==> src/rtl/band_watch_pkg.sv <==
package band_watch_pkg;
  localparam logic [1:0] BAND_LO  = 2'd0;
  localparam logic [1:0] BAND_MID = 2'd1;
  localparam logic [1:0] BAND_RSV = 2'd2;
  localparam logic [1:0] BAND_HI  = 2'd3;

  localparam logic [1:0] MODE_ALL   = 2'd0;
  localparam logic [1:0] MODE_ONE   = 2'd1;
  localparam logic [1:0] MODE_H_ALL = 2'd2;
  localparam logic [1:0] MODE_H_ONE = 2'd3;

  typedef struct packed {
    logic [1:0] mode;
    logic [1:0] band;
    logic       wr;
  } path_cfg_t;
endpackage

==> src/rtl/band_classify.sv <==
module band_classify #(
  parameter int SMP_W = 12
) (
  input  logic [SMP_W-1:0] smp,
  input  logic [SMP_W-1:0] thr_lo,
  input  logic [SMP_W-1:0] thr_hi,
  output logic [1:0]       band
);
  import band_watch_pkg::*;

  always_comb begin
    if (smp >= thr_hi)     band = BAND_HI;
    else if (smp < thr_lo) band = BAND_LO;
    else                   band = BAND_MID;
  end
endmodule

==> src/rtl/band_path.sv <==
module band_path (
  input  logic                       clk,
  input  logic                       rst,
  input  logic                       smp_vld,
  input  logic [1:0]                 cls,
  input  band_watch_pkg::path_cfg_t  cfg,
  output logic                       pulse
);
  import band_watch_pkg::*;

  logic hist_q, hist_d, fire;
  logic in_band, opp_band, hyst_ok, hyst_next;

  always_comb begin
    in_band  = (cfg.band != BAND_RSV) && (cls == cfg.band);
    opp_band = ((cfg.band == BAND_HI) && (cls == BAND_LO)) ||
               ((cfg.band == BAND_LO) && (cls == BAND_HI));
    hyst_ok  = (cfg.band == BAND_HI) || (cfg.band == BAND_LO);
    hyst_next = in_band ? 1'b1 : (opp_band ? 1'b0 : hist_q);
    hist_d = hist_q;
    fire   = 1'b0;
    case (cfg.mode)
      MODE_ALL: fire = in_band;
      MODE_ONE: begin
        fire   = in_band && !hist_q;
        hist_d = in_band;
      end
      MODE_H_ALL: begin
        hist_d = hyst_next;
        fire   = hyst_next && hyst_ok;
      end
      default: begin
        hist_d = hyst_next;
        fire   = in_band && !hist_q && hyst_ok;
      end
    endcase
  end

  always_ff @(posedge clk) begin
    if (rst || cfg.wr) begin
      hist_q <= 1'b0;
      pulse  <= 1'b0;
    end else if (smp_vld) begin
      hist_q <= hist_d;
      pulse  <= fire;
    end else begin
      pulse  <= 1'b0;
    end
  end
endmodule

==> src/rtl/band_watch.sv <==
module band_watch #(
  parameter int SMP_W = 12
) (
  input  logic             clk,
  input  logic             rst,
  input  logic             smp_vld,
  input  logic [SMP_W-1:0] smp,
  input  logic [SMP_W-1:0] thr_lo,
  input  logic [SMP_W-1:0] thr_hi,
  input  logic [1:0]       irq_mode,
  input  logic [1:0]       irq_band,
  input  logic             irq_cfg_wr,
  input  logic [1:0]       trg_mode,
  input  logic [1:0]       trg_band,
  input  logic             trg_cfg_wr,
  output logic             irq_pulse,
  output logic             trg_pulse
);
  import band_watch_pkg::*;

  localparam int NPATH = 2;

  logic [1:0]   cls;
  path_cfg_t    cfg   [NPATH];
  logic [NPATH-1:0] pulses;

  band_classify #(.SMP_W(SMP_W)) u_cls (
    .smp(smp), .thr_lo(thr_lo), .thr_hi(thr_hi), .band(cls)
  );

  assign cfg[0] = '{mode: irq_mode, band: irq_band, wr: irq_cfg_wr};
  assign cfg[1] = '{mode: trg_mode, band: trg_band, wr: trg_cfg_wr};

  for (genvar g = 0; g < NPATH; g++) begin : g_path
    band_path u_path (
      .clk(clk), .rst(rst), .smp_vld(smp_vld), .cls(cls),
      .cfg(cfg[g]), .pulse(pulses[g])
    );
  end

  assign irq_pulse = pulses[0];
  assign trg_pulse = pulses[1];
endmodule

==> config.mk <==
export PLATFORM = sky130hd
export DESIGN_NAME = band_watch
export DESIGN_NICKNAME = d
export VERILOG_FILES = /design/src/rtl/band_watch_pkg.sv /design/src/rtl/band_classify.sv /design/src/rtl/band_path.sv /design/src/rtl/band_watch.sv
export SDC_FILE = /design/constraint.sdc
export NUM_CORES = 1
export LEC_CHECK = 0
export BUFFER_PORTS_ARGS = -buffer_cell sky130_fd_sc_hd__buf_2
export CAP_MARGIN = 0
export CORE_MARGIN = 2
export CORE_UTILIZATION = 45
export DETAILED_ROUTE_END_ITERATION = 8
export GPL_ROUTABILITY_DRIVEN = 1
export MAX_ROUTING_LAYER = met4
export PLACE_DENSITY = 0.79
export SLEW_MARGIN = 20
export SYNTH_ARGS = -nofsm -noshare
export SYNTH_HDL_FRONTEND = slang
export SYNTH_SLANG_ARGS = --single-unit
==> constraint.sdc <==
create_clock -name clk -period 5.05 [get_ports clk]
set_input_delay 0.2525 -clock clk [delete_from_list [all_inputs] [get_ports clk]]
set_output_delay 0.2525 -clock clk [all_outputs]
set_load 0.005 [all_outputs]
==> impl_results.md, run 1 <==
* Power density over cell area at roughly 120 nW/µm²
* VDD IR max at around 73 µV
* CP startpoint kind: input pin
* Initial antenna violation count at 0
* Clk_skew at roughly 0.018 ps
* Final setup TNS at 0 ps
* CTS Buf Count at 3
* Commonest non-fill, non-tap cell in the layout: buf_2
* CP Class: in2reg
* Clock transition at path regs at 40 ps
* Worst Setup EP: g_path[0].u_path.hist_q$_SDFFE_PP0P_
* Worst endpoint required time at 5210 ps
* Vias in the first global route at approximately 1,100
* Fill count at 210
* Post-synth top area share at 0.358
* Synthesized cell area at 1010 µm²
* DP HPWL at roughly 2100 µm
* Setup-failing EPs final at 0
* Post-cts sizing count at 0
* Final setup margin at about 2800 ps
* Worst-path cell chain: buf_2, ha_1, nand2_1, o21ai_1, a221oi_1, o31ai_2, mux2i_1, o211ai_2, a311oi_2
* Clock Sinks at 4
* Syn Inst Count at 130
* Layout cell share with drive strength beyond 1 at 0.322
* H-Tree Depth at 1
* Yosys warns at 0
* Slew @ Worst Pin at 776 ps
* Cell count after placement at about 210
* Util after Layout at 0.608
* Cells on worst reg2reg path at 3
* Via density at 5.27
* Slew HR at 0.479
* Clock Latency Late Sink at about 240 ps
* Worst reg-to-reg setup slack at 4070 ps
* M2 GR Usage at 0.378
* Tcrit/Tclk final at 0.437
* Non-Filler Instances at 211
* Post-synthesis cell type count at 33
* Final Power at roughly 160 µW
* F_max at about 450 MHz
* Grt ovf at 0
* GR peak layer: met2
* FF+latch count, synth at 4
* Grt met1 use at 0.197
* HP Class: in2reg
* Initial Utilization at 0.467
* Hold-fix buffer count after cts at 0
* Slowest cell on the critical path: o31ai_2
* Status: finished clean
* Leakage Power at just under 0.0008 µW
* First-pass DRT Iterations at 4
* Critical Path AT at roughly 2400 ps
* R2R Path Start: g_path[0].u_path.hist_q$_SDFFE_PP0P_
* First-pass GRT wire length at between 3000 and 4000 µm
* Synth top area cells: ha_1, inv_1, dfxtp_1
* # DRC at 0
* Area leader, netlist: ha_1
* Syn avg cell area at 7.79 µm²
* Total number of vias at approximately 1,100
* Die ar. at between 2000 and 3000 µm²
* Crit path max fanout at 9
* Nets at 263
* Die H at slightly above 50 µm
* CP max stage delay at roughly 700 ps
* Area growth, synth to finish at 30.4%
* IO Port Bufs at 50
* CTS tree: yes
* RSZ-0062 raised after global routing: no
* Commonest non-fill, non-tap cells in the layout: buf_2, inv_1, ha_1
* Routed WL per cell at between 10 and 15 µm
* Slew Limit Fails at 0
* Final antenna diode count at 0
* Seq. cell area at 80.1 µm²
* Final hold viol count at 0
* Seq/Total Area, Yosys at 0.0791
* IO Count at around 50
* Die W at just over 50 µm
* Core Region at around 2200 µm²
* Post-CTS Setup Bufs at 0
* Post-Route WL at 2340 µm
* Final worst path period need at between 2000 and 2500 ps
* CP Capture Type: flip-flop
* Clock Tree Buf Depth at 2
* Pre-CTS WS at 2560 ps
* All-Layer GR Usage at 0.191
* Final GP Congestion at about 0.8
* Cell Rows at 17
* Synthesized Nets at roughly 210
* Area taken by multi-input logic gates at around 820 µm²
* CP startpoint: smp[2]
* Largest net degree at the start of global routing at 10
* Clock root cell: clkbuf_4
* FF-to-FF End: g_path[0].u_path.hist_q$_SDFFE_PP0P_
* Iteration-0 DRC Markers at 12
* Hold Startpoint: irq_cfg_wr
* Max cap viols at 0
* Post-route ant nets at 0
* Met3 GRT Util at 0.00877
## routing by layer
layer	up-vias	wire (µm)
met4	0	30
met5	-	0
met2	35	1230
met1	502	960
met3	5	113
li1	571	-
## per-stage QoR
| stage | area (µm²) | hold slack [ps] |
|---|---|---|
| floorplan | 1010 | 320 |
| global placement | 1300 | 434 |
| detailed placement | 1300 | 442 |
| CTS | 1320 | 183 |
| global route | 1320 | 195 |
| finish | 1320 | 188 |
## where the power goes
group	leakage (µW)	switching, µW	internal, µW
sequential	0.0000324	0.610	32.7
combinational	0.000734	45.7	43.2
clock	0.0000138	14.3	26.7
## final cells by class
type / count / area share
multi-input combinational: 95 / 0.618
sequential: 4 / 0.0607
clock buffer: 3 / 0.0171
timing repair buffer: 50 / 0.190
inverter: 31 / 0.0882
tap: 28 / 0.0265
## how the worst min path moves through the flow
stage	slack [ps]	to	depth (start not counted)
2_1_floorplan	320	g_path[0].u_path.hist_q$_SDFFE_PP0P_	1
3_3_place_gp	430	g_path[0].u_path.hist_q$_SDFFE_PP0P_	2
3_5_place_dp	440	g_path[0].u_path.hist_q$_SDFFE_PP0P_	2
4_1_cts	180	g_path[0].u_path.hist_q$_SDFFE_PP0P_	2
5_1_grt	190	g_path[0].u_path.hist_q$_SDFFE_PP0P_	2
6_report	190	g_path[0].u_path.hist_q$_SDFFE_PP0P_	2
## critical path: cells and delay by family
kind            cells  cell delay (ps)
simple gates        1               60
compound gates      5             1260
fa+ha+maj           1              290
mux                 1              390
buf+inv             1              110
## logic make-up after synthesis
group / synth area share
mux: 0.0198
flops: 0.0791
simple gates: 0.200
buf+inv: 0.115
fa+ha+maj: 0.358
compound gates: 0.227
## sequential cells by signal, summed over array words and instances, names as in the netlist
register / cells
g_path.u_path.hist_q: 2
g_path.u_path.pulse: 2
## synth_stat cells
master	instances
a2111o_1	1
a211oi_1	2
a21o_1	4
a21oi_1	7
a221o_1	3
a221oi_1	1
a311oi_2	1
a31oi_1	2
and3_1	2
dfxtp_1	4
ha_1	29
inv_1	31
mux2i_1	2
nand2_1	9
nand2b_1	2
nand2b_4	1
nand3_1	4
nand4_1	4
nor2_1	4
nor2b_1	1
nor3_1	1
nor3b_1	1
nor4_1	2
nor4_4	1
nor4b_1	1
o211ai_1	3
o211ai_2	1
o21a_1	1
o21ai_0	1
o21ai_1	1
o31ai_1	1
o31ai_2	1
or2_4	1
(Power assumes the default switching activity.)
==> inputs of run 2 (changes only) <==
--- a/config.mk
+++ b/config.mk
@@ -5,6 +5,7 @@
 export SDC_FILE = /design/constraint.sdc
 export NUM_CORES = 1
 export LEC_CHECK = 0
+export ABC_AREA = 1
 export BUFFER_PORTS_ARGS = -buffer_cell sky130_fd_sc_hd__buf_2
 export CAP_MARGIN = 0
 export CORE_MARGIN = 2
@@ -12,7 +13,7 @@
 export DETAILED_ROUTE_END_ITERATION = 8
 export GPL_ROUTABILITY_DRIVEN = 1
 export MAX_ROUTING_LAYER = met4
-export PLACE_DENSITY = 0.79
+export PLACE_DENSITY = 0.77
 export SLEW_MARGIN = 20
 export SYNTH_ARGS = -nofsm -noshare
 export SYNTH_HDL_FRONTEND = slang
==> constraint.sdc (replaced) <==
create_clock -name clk -period 2.25 [get_ports clk]
set_input_delay 0.1125 -clock clk [delete_from_list [all_inputs] [get_ports clk]]
set_output_delay 0.1125 -clock clk [all_outputs]
set_load 0.005 [all_outputs]
==> impl_results.md, run 2 <==
* Largest regs: g_path.u_path.hist_q x2, g_path.u_path.pulse x2 (unchanged)
* CP startpoint: smp[11] (was smp[2])
* Clock root cell: clkbuf_4 (unchanged)
* CP Class: in2reg (unchanged)
* Grt ovf at 0 (unchanged)
* Ys async rst share at 0 (unchanged)
* Final antenna diode count at 0 (unchanged)
* Clock Latency Late Sink at 230 ps (was 240 ps)
* Clk_skew at 0.0288 ps (was 0.0184 ps)
* Area growth, synth to finish at 27.5% (was 30.4%)
* Layout cell share with drive strength beyond 1 at 0.301 (was 0.322)
* First-pass GRT wire length at 3350 µm (was 3910 µm)
* Leakage Power at 0.000957 µW (was 0.000780 µW)
* Commonest non-fill, non-tap cell in the layout: buf_2 (unchanged)
* Initial antenna violation count at 0 (unchanged)
* Die H at 54.1 µm (was 51.4 µm)
* Slew @ Worst Pin at 216 ps (was 776 ps)
* Post-route ant nets at 0 (unchanged)
* Post-synth top area share at 0.322 (was 0.358)
* Post-synth EDFFs at 0 (unchanged)
* HP Class: in2reg (unchanged)
* RSZ-0062 raised after global routing: no (unchanged)
* Commonest non-fill, non-tap cells in the layout: buf_2, nand2_1, inv_1 (was buf_2, inv_1, ha_1)
* Syn avg cell area at 6.06 µm² (was 7.79 µm²)
* Worst Hold Path Cells at 4 (was 2)
* Synth Flop Type: dfxtp_1 (unchanged)
* Commonest cells post-synth: nand2_1, inv_1, ha_1 (was inv_1, ha_1, nand2_1)
* Status: finished clean (unchanged)
* Cell Rows at 18 (was 17)
* DP HPWL at 1910 µm (was 2130 µm)
* Total number of vias at 1,178 (was 1,113)
* CTS Buf Count at 3 (unchanged)
* H-Tree Depth at 1 (unchanged)
* Fill count at 256 (was 210)
* Nets at 319 (was 263)
* Final hold slack at 152 ps (was 188 ps)
* Final setup TNS at 0 ps (unchanged)
* Cells on worst reg2reg path at 6 (was 3)
* Area leader, netlist: ha_1 (unchanged)
* Cell count after placement at 266 (was 208)
* # DRC at 0 (unchanged)
* R2R Path Start: g_path[1].u_path.hist_q$_SDFFE_PP0P_ (was g_path[0].u_path.hist_q$_SDFFE_PP0P_)
* Vias in the first global route at 933 (was 1,071)
* FF+latch count, synth at 4 (unchanged)
* Setup-failing EPs final at 0 (unchanged)
* Synthesized cell area at 1130 µm² (was 1010 µm²)
* Yosys warns at 0 (unchanged)
* Hold Startpoint: irq_cfg_wr (unchanged)
* FF-to-FF End: g_path[1].u_path.hist_q$_SDFFE_PP0P_ (was g_path[0].u_path.hist_q$_SDFFE_PP0P_)
* Seq. cell area at 80.1 µm² (unchanged)
* Power density over cell area at 267 nW/µm² (was 124 nW/µm²)
* VDD IR max at 323 µV (was 72.6 µV)
* Final hold viol count at 0 (unchanged)
* IO Port Bufs at 50 (unchanged)
* First-pass DRT Iterations at 4 (unchanged)
* Hold-fix buffer count after cts at 0 (unchanged)
* Syn Inst Count at 186 (was 130)
* Top layer in use: met3 (was met4)
* Worst reg-to-reg setup slack at 1390 ps (was 4070 ps)
* Final worst path period need at 1330 ps
* Synth top area cells: ha_1, nand2_1, inv_1 (was ha_1, inv_1, dfxtp_1)
* Crit path max fanout at 5 (was 9)
* Worst endpoint required time at 2380 ps (was 5210 ps)
* CTS tree: yes (unchanged)
* F_max at between 700 and 800 MHz
* Final GP Congestion at 0.783 (was 0.800)
* Met3 Routed Length at 115 µm (was 113 µm)
* DRT met1 WL at 939 µm (was 960 µm)
* Final Power at 384 µW (was 163 µW)
* Tcrit/Tclk final at 0.592
* Post-synthesis cell type count at 20 (was 33)
* Iteration-0 DRC Markers at 12 (unchanged)
* CP startpoint kind: input pin (unchanged)
* Most numerous cell in the Yosys netlist: nand2_1 (was inv_1)
* Seq/Total Area, Yosys at 0.0710 (was 0.0791)
* WL met2 at 987 µm (was 1230 µm)
* Slew HR at 0.854 (was 0.479)
* Via density at 4.38 (was 5.27)
* Non-Filler Instances at 269 (was 211)
* CP Capture Type: flip-flop (unchanged)
* Slew Limit Fails at 0 (unchanged)
* Post-Route WL at 2040 µm (was 2340 µm)
* Die ar. at 2920 µm² (was 2640 µm²)
* Critical Path AT at 1460 ps (was 2370 ps)
* Area taken by multi-input logic gates at 852 µm² (was 816 µm²)
* Die W at 54.1 µm (was 51.4 µm)
* IO Count at 51 (unchanged)
* Max cap viols at 0 (unchanged)
* Clock transition at path regs at 40 ps (about the same)
* All-Layer GR Usage at 0.154 (was 0.191)
* Clock Sinks at 4 (unchanged)
* Core Region at 2430 µm² (was 2170 µm²)
* Hold EP: g_path[0].u_path.pulse$_SDFF_PP0_ (was g_path[0].u_path.hist_q$_SDFFE_PP0P_)
* Clock Tree Buf Depth at 2 (unchanged)
* Synthesized Nets at 264 (was 208)
* Routed WL per cell at 7.59 µm (was 11.1 µm)
* Largest net degree at the start of global routing at 7 (was 10)
* Post-cts sizing count at 0 (unchanged)
* Initial Utilization at 0.463 (was 0.467)
* Post-CTS Setup Bufs at 0 (unchanged)
[run 2: cell count changes in the layout (fill, tap and decap cells not counted), moves of 4 or more]
cell     before  now
nand2_2       0    6
nand2_1       9   49
inv_2         0    4
inv_1        31   48
nor2_2        0    4
nor2_1        4    9
nand3_1       4    9
a21oi_1       7   11
[run 2: critical path, stage by stage]
cell	delay, ps
buf_2	110
ha_1	300
a21o_1	180
nor2_1	100
nand2_1	90
a21oi_4	170
nand2_2	70
nand2_1	60
nand2_1	50
nand2_2	60
nand3_1	70
nand2_1	60
inv_1	30
[run 2: logic make-up after synthesis]
logic type,share of synthesized area
and+or+nand+nor,0.325
buffers and inverters,0.173
adders and majority gates,0.322
AOI/OAI and AO/OA,0.109
DFF,0.0710
[run 2: where the power goes]
group          switching (µW)  internal, µW  total, µW
Clock                    30.5          59.7       90.2
Sequential              0.813          73.5       74.3
Combinational             120          99.6        220
[run 2: worst max-delay path by stage]
stage / slack [ps] / to / depth (start not counted)
2_1_floorplan: 890 / g_path[0].u_path.hist_q$_SDFFE_PP0P_ / 13
3_3_place_gp: 690 / g_path[1].u_path.hist_q$_SDFFE_PP0P_ / 11
3_5_place_dp: 650 / g_path[1].u_path.hist_q$_SDFFE_PP0P_ / 13
4_1_cts: 890 / g_path[1].u_path.hist_q$_SDFFE_PP0P_ / 13
5_1_grt: 760 / g_path[0].u_path.hist_q$_SDFFE_PP0P_ / 14
6_report: 920 / g_path[1].u_path.hist_q$_SDFFE_PP0P_ / 13
[run 2: area by class of cell]
class | count | area share
well taps | 30 | 0.0261
clock buffers | 3 | 0.0157
inverters | 52 | 0.136
flip-flops and latches | 4 | 0.0557
repair buffers | 50 | 0.174
multi-input cells | 130 | 0.593
[run 2: stage by stage]
stage | setup WS (ps) | cell area [µm²] | util
2_1_floorplan | 886 | 1130 | -
3_3_place_gp | 690 | 1420 | 0.582
3_5_place_dp | 646 | 1420 | 0.582
4_1_cts | 894 | 1440 | 0.591
5_1_grt | 757 | 1440 | 0.591
6_report | 918 | 1440 | 0.591
[run 2: metal layers]
layer,vias up,GRT usage
met5,-,-
met4,0,0.0125
met3,0,0.0333
met2,29,0.280
met1,474,0.179
li1,675,-
==> inputs of run 3 (changes only) <==
--- a/config.mk
+++ b/config.mk
@@ -5,15 +5,15 @@
 export SDC_FILE = /design/constraint.sdc
 export NUM_CORES = 1
 export LEC_CHECK = 0
-export ABC_AREA = 1
+export ABC_AREA = 0
 export BUFFER_PORTS_ARGS = -buffer_cell sky130_fd_sc_hd__buf_2
 export CAP_MARGIN = 0
 export CORE_MARGIN = 2
-export CORE_UTILIZATION = 45
+export CORE_UTILIZATION = 41
 export DETAILED_ROUTE_END_ITERATION = 8
 export GPL_ROUTABILITY_DRIVEN = 1
 export MAX_ROUTING_LAYER = met4
-export PLACE_DENSITY = 0.77
+export PLACE_DENSITY = 0.76
 export SLEW_MARGIN = 20
 export SYNTH_ARGS = -nofsm -noshare
 export SYNTH_HDL_FRONTEND = slang
==> constraint.sdc (replaced) <==
create_clock -name clk -period 1.21 [get_ports clk]
set_input_delay 0.0605 -clock clk [delete_from_list [all_inputs] [get_ports clk]]
set_output_delay 0.0605 -clock clk [all_outputs]
set_load 0.005 [all_outputs]
==> impl_results.md, run 3 (same netlist as run 1, synthesis figures left out) <==
* Worst reg-to-reg setup slack at 150 ps (was 1390 ps)
* Cells on worst reg2reg path at 3 (was 6)
* Cell Rows at 18 (unchanged)
* Final setup margin at -588 ps (was 918 ps)
* Commonest non-fill, non-tap cells in the layout: buf_2, inv_1, ha_1 (was buf_2, nand2_1, inv_1)
* Clock Latency Late Sink at 240 ps (was 230 ps)
* Die H at 53.7 µm (was 54.1 µm)
* IO Port Bufs at 50 (unchanged)
* Nets at 275 (was 319)
* Clock Tree Buf Depth at 2 (unchanged)
* Clk_skew at 0.126 ps (was 0.0288 ps)
* Die ar. at 2880 µm² (was 2920 µm²)
* Tcrit/Tclk final at 1.49
* CP Capture Type: flip-flop (unchanged)
* Power density over cell area at 528 nW/µm² (was 267 nW/µm²)
* RSZ-0062 raised after global routing: yes (was no)
* Area taken by multi-input logic gates at 1030 µm² (was 852 µm²)
* CTS Buf Count at 3 (unchanged)
* Post-Route WL at 3000 µm (was 2040 µm)
* Seq. cell area at 80.1 µm² (unchanged)
* Final worst path period need at between 1500 and 2000 ps
* First-pass DRT Iterations at 4 (unchanged)
* Final setup TNS at -2290 ps (was 0 ps)
* Core Region at 2410 µm² (was 2430 µm²)
* Grt met1 use at 0.193 (was 0.179)
* Clock transition at path regs at 40 ps (about the same)
* Worst Hold Path Cells at 2 (was 4)
* Final GP Congestion at 0.758 (was 0.783)
* Failing checks: negative setup slack
* Slew Limit Fails at 0 (unchanged)
* Die W at 53.7 µm (was 54.1 µm)
* FF-to-FF End: g_path[0].u_path.hist_q$_SDFFE_PP0P_ (was g_path[1].u_path.hist_q$_SDFFE_PP0P_)
* Via density at 5.20 (was 4.38)
* Leakage Power at 0.000859 µW (was 0.000957 µW)
* All-Layer GR Usage at 0.186 (was 0.154)
* CTS tree: yes (unchanged)
* Commonest non-fill, non-tap cell in the layout: buf_2 (unchanged)
* Clock root cell: clkbuf_4 (unchanged)
* IO Count at 51 (unchanged)
* Sw power at 336 µW (was 151 µW)
* CP Class: in2reg (unchanged)
* Status: complete, but fails checks (was finished clean)
* Hold Startpoint: rst (was irq_cfg_wr)
* R2R Path Start: g_path[0].u_path.hist_q$_SDFFE_PP0P_ (was g_path[1].u_path.hist_q$_SDFFE_PP0P_)
* Comb power frac at 0.647 (was 0.572)
* Hold EP: g_path[0].u_path.hist_q$_SDFFE_PP0P_ (was g_path[0].u_path.pulse$_SDFF_PP0_)
* Internal at 543 µW (was 233 µW)
* Routed WL per cell at 13.3 µm (was 7.59 µm)
* F_max at about 560 MHz
* CP startpoint kind: input pin (unchanged)
* VDD IR max at 485 µV (was 323 µV)
* Critical Path AT at 1910 ps (was 1460 ps)
* Area growth, synth to finish at 64.5% (was 27.5%)
* Worst endpoint required time at 1320 ps (was 2380 ps)
* Largest net degree at the start of global routing at 8 (was 7)
* Sw Ratio at 0.382 (was 0.394)
* M2 GR Usage at 0.360 (was 0.280)
* Initial Utilization at 0.420 (was 0.463)
* Clock share of power at 0.196 (was 0.235)
* Iteration-0 DRC Markers at 9 (was 12)
* Final antenna diode count at 0 (unchanged)
* HP Class: in2reg (unchanged)
* Flop pwr share at 0.158 (was 0.193)
* # DRC at 0 (unchanged)
* Grt ovf at 0 (unchanged)
* H-Tree Depth at 1 (unchanged)
* Slew HR at 0.712 (was 0.854)
* Vias in the first global route at 1,040 (was 933)
* DP HPWL at 2220 µm (was 1910 µm)
* First-pass GRT wire length at 3910 µm (was 3350 µm)
* Slew @ Worst Pin at 432 ps (was 216 ps)
* Met3 GRT Util at 0 (was 0.0333)
* Max cap viols at 0 (unchanged)
* Fill count at 175 (was 256)
* Final hold viol count at 0 (unchanged)
* Total number of vias at 1,171 (was 1,178)
* Crit path max fanout at 6 (was 5)
* Setup-failing EPs final at 4 (was 0)
* Final hold slack at 26.7 ps (was 152 ps)
* GR peak layer: met2 (unchanged)
* Clock Sinks at 4 (unchanged)
* Initial antenna violation count at 0 (unchanged)
* Largest regs: g_path.u_path.hist_q x2, g_path.u_path.pulse x2 (unchanged)
* Post-route ant nets at 0 (unchanged)
* Layout cell share with drive strength beyond 1 at 0.508 (was 0.301)
==> run 3: cell count changes in the layout (fill, tap and decap cells not counted), sizes merged, moves of 5 or more <==
cell and delta:
inv -21, nor2 -10, nand3 -5, buf +11, a21oi -6, nand2 -47
==> run 3: power by group through the flow <==
stage               combinational [µW]  clock (µW)  sequential (µW)
floorplan                          238           0              140
global placement                   405           0              140
detailed placement                 426           0              140
CTS                                472         178              139
global route                       622         185              139
finish                             569         172              139
==> run 3: critical path: stages <==
cell	delay [ps]
buf_2	90
inv_1	40
ha_1	270
nand2_2	60
o21ai_2	190
a221oi_4	100
o31ai_4	450
buf_6	190
nor4_2	50
o31ai_2	300
a21oi_1	100
==> run 3: worst max-delay path by stage <==
stage,start,to,slack (ps)
CTS,smp[4],g_path[0].u_path.hist_q$_SDFFE_PP0P_,-560
global placement,smp[2],g_path[0].u_path.hist_q$_SDFFE_PP0P_,-890
global route,thr_hi[1],g_path[1].u_path.hist_q$_SDFFE_PP0P_,-720
floorplan,smp[9],g_path[1].u_path.hist_q$_SDFFE_PP0P_,-650
finish,thr_hi[1],g_path[1].u_path.hist_q$_SDFFE_PP0P_,-590
detailed placement,smp[4],g_path[0].u_path.hist_q$_SDFFE_PP0P_,-980
==> run 3: per-layer routing <==
metal | up-vias | share of wire | routed length, µm
met2 | 39 | 0.57 | 1700
met5 | - | 0 | 0
met3 | 7 | 0.040 | 120
li1 | 596 | - | -
met4 | 0 | 0.023 | 68
met1 | 529 | 0.37 | 1110
==> run 3: repair_timing <==
action | in CTS | in global routing
hold buffers | 1 | 0
pin swaps | 7 | 18
endpoints found under the hold margin | 1 | 0
gates resized for setup | 16 | 20
buffers inserted | 1 | 3
endpoints found under the setup margin | 4 | 4
==> run 3: stage by stage <==
stage,total power [µW],instances,util,worst slack (ps),cell area (µm²)
finish,880,225,0.691,-588,1670
global route,947,225,0.691,-720,1670
CTS,789,222,0.632,-560,1520
detailed placement,566,217,0.582,-983,1400
global placement,545,217,0.582,-885,1400
floorplan,379,130,-,-655,1060
==> run 3: cell type report <==
cell class,instances,share of cell area
timing repair buffer,62,0.225
sequential,4,0.0481
multi-input combinational,95,0.616
clock buffer,3,0.0135
inverter,31,0.0744
tap,30,0.0225
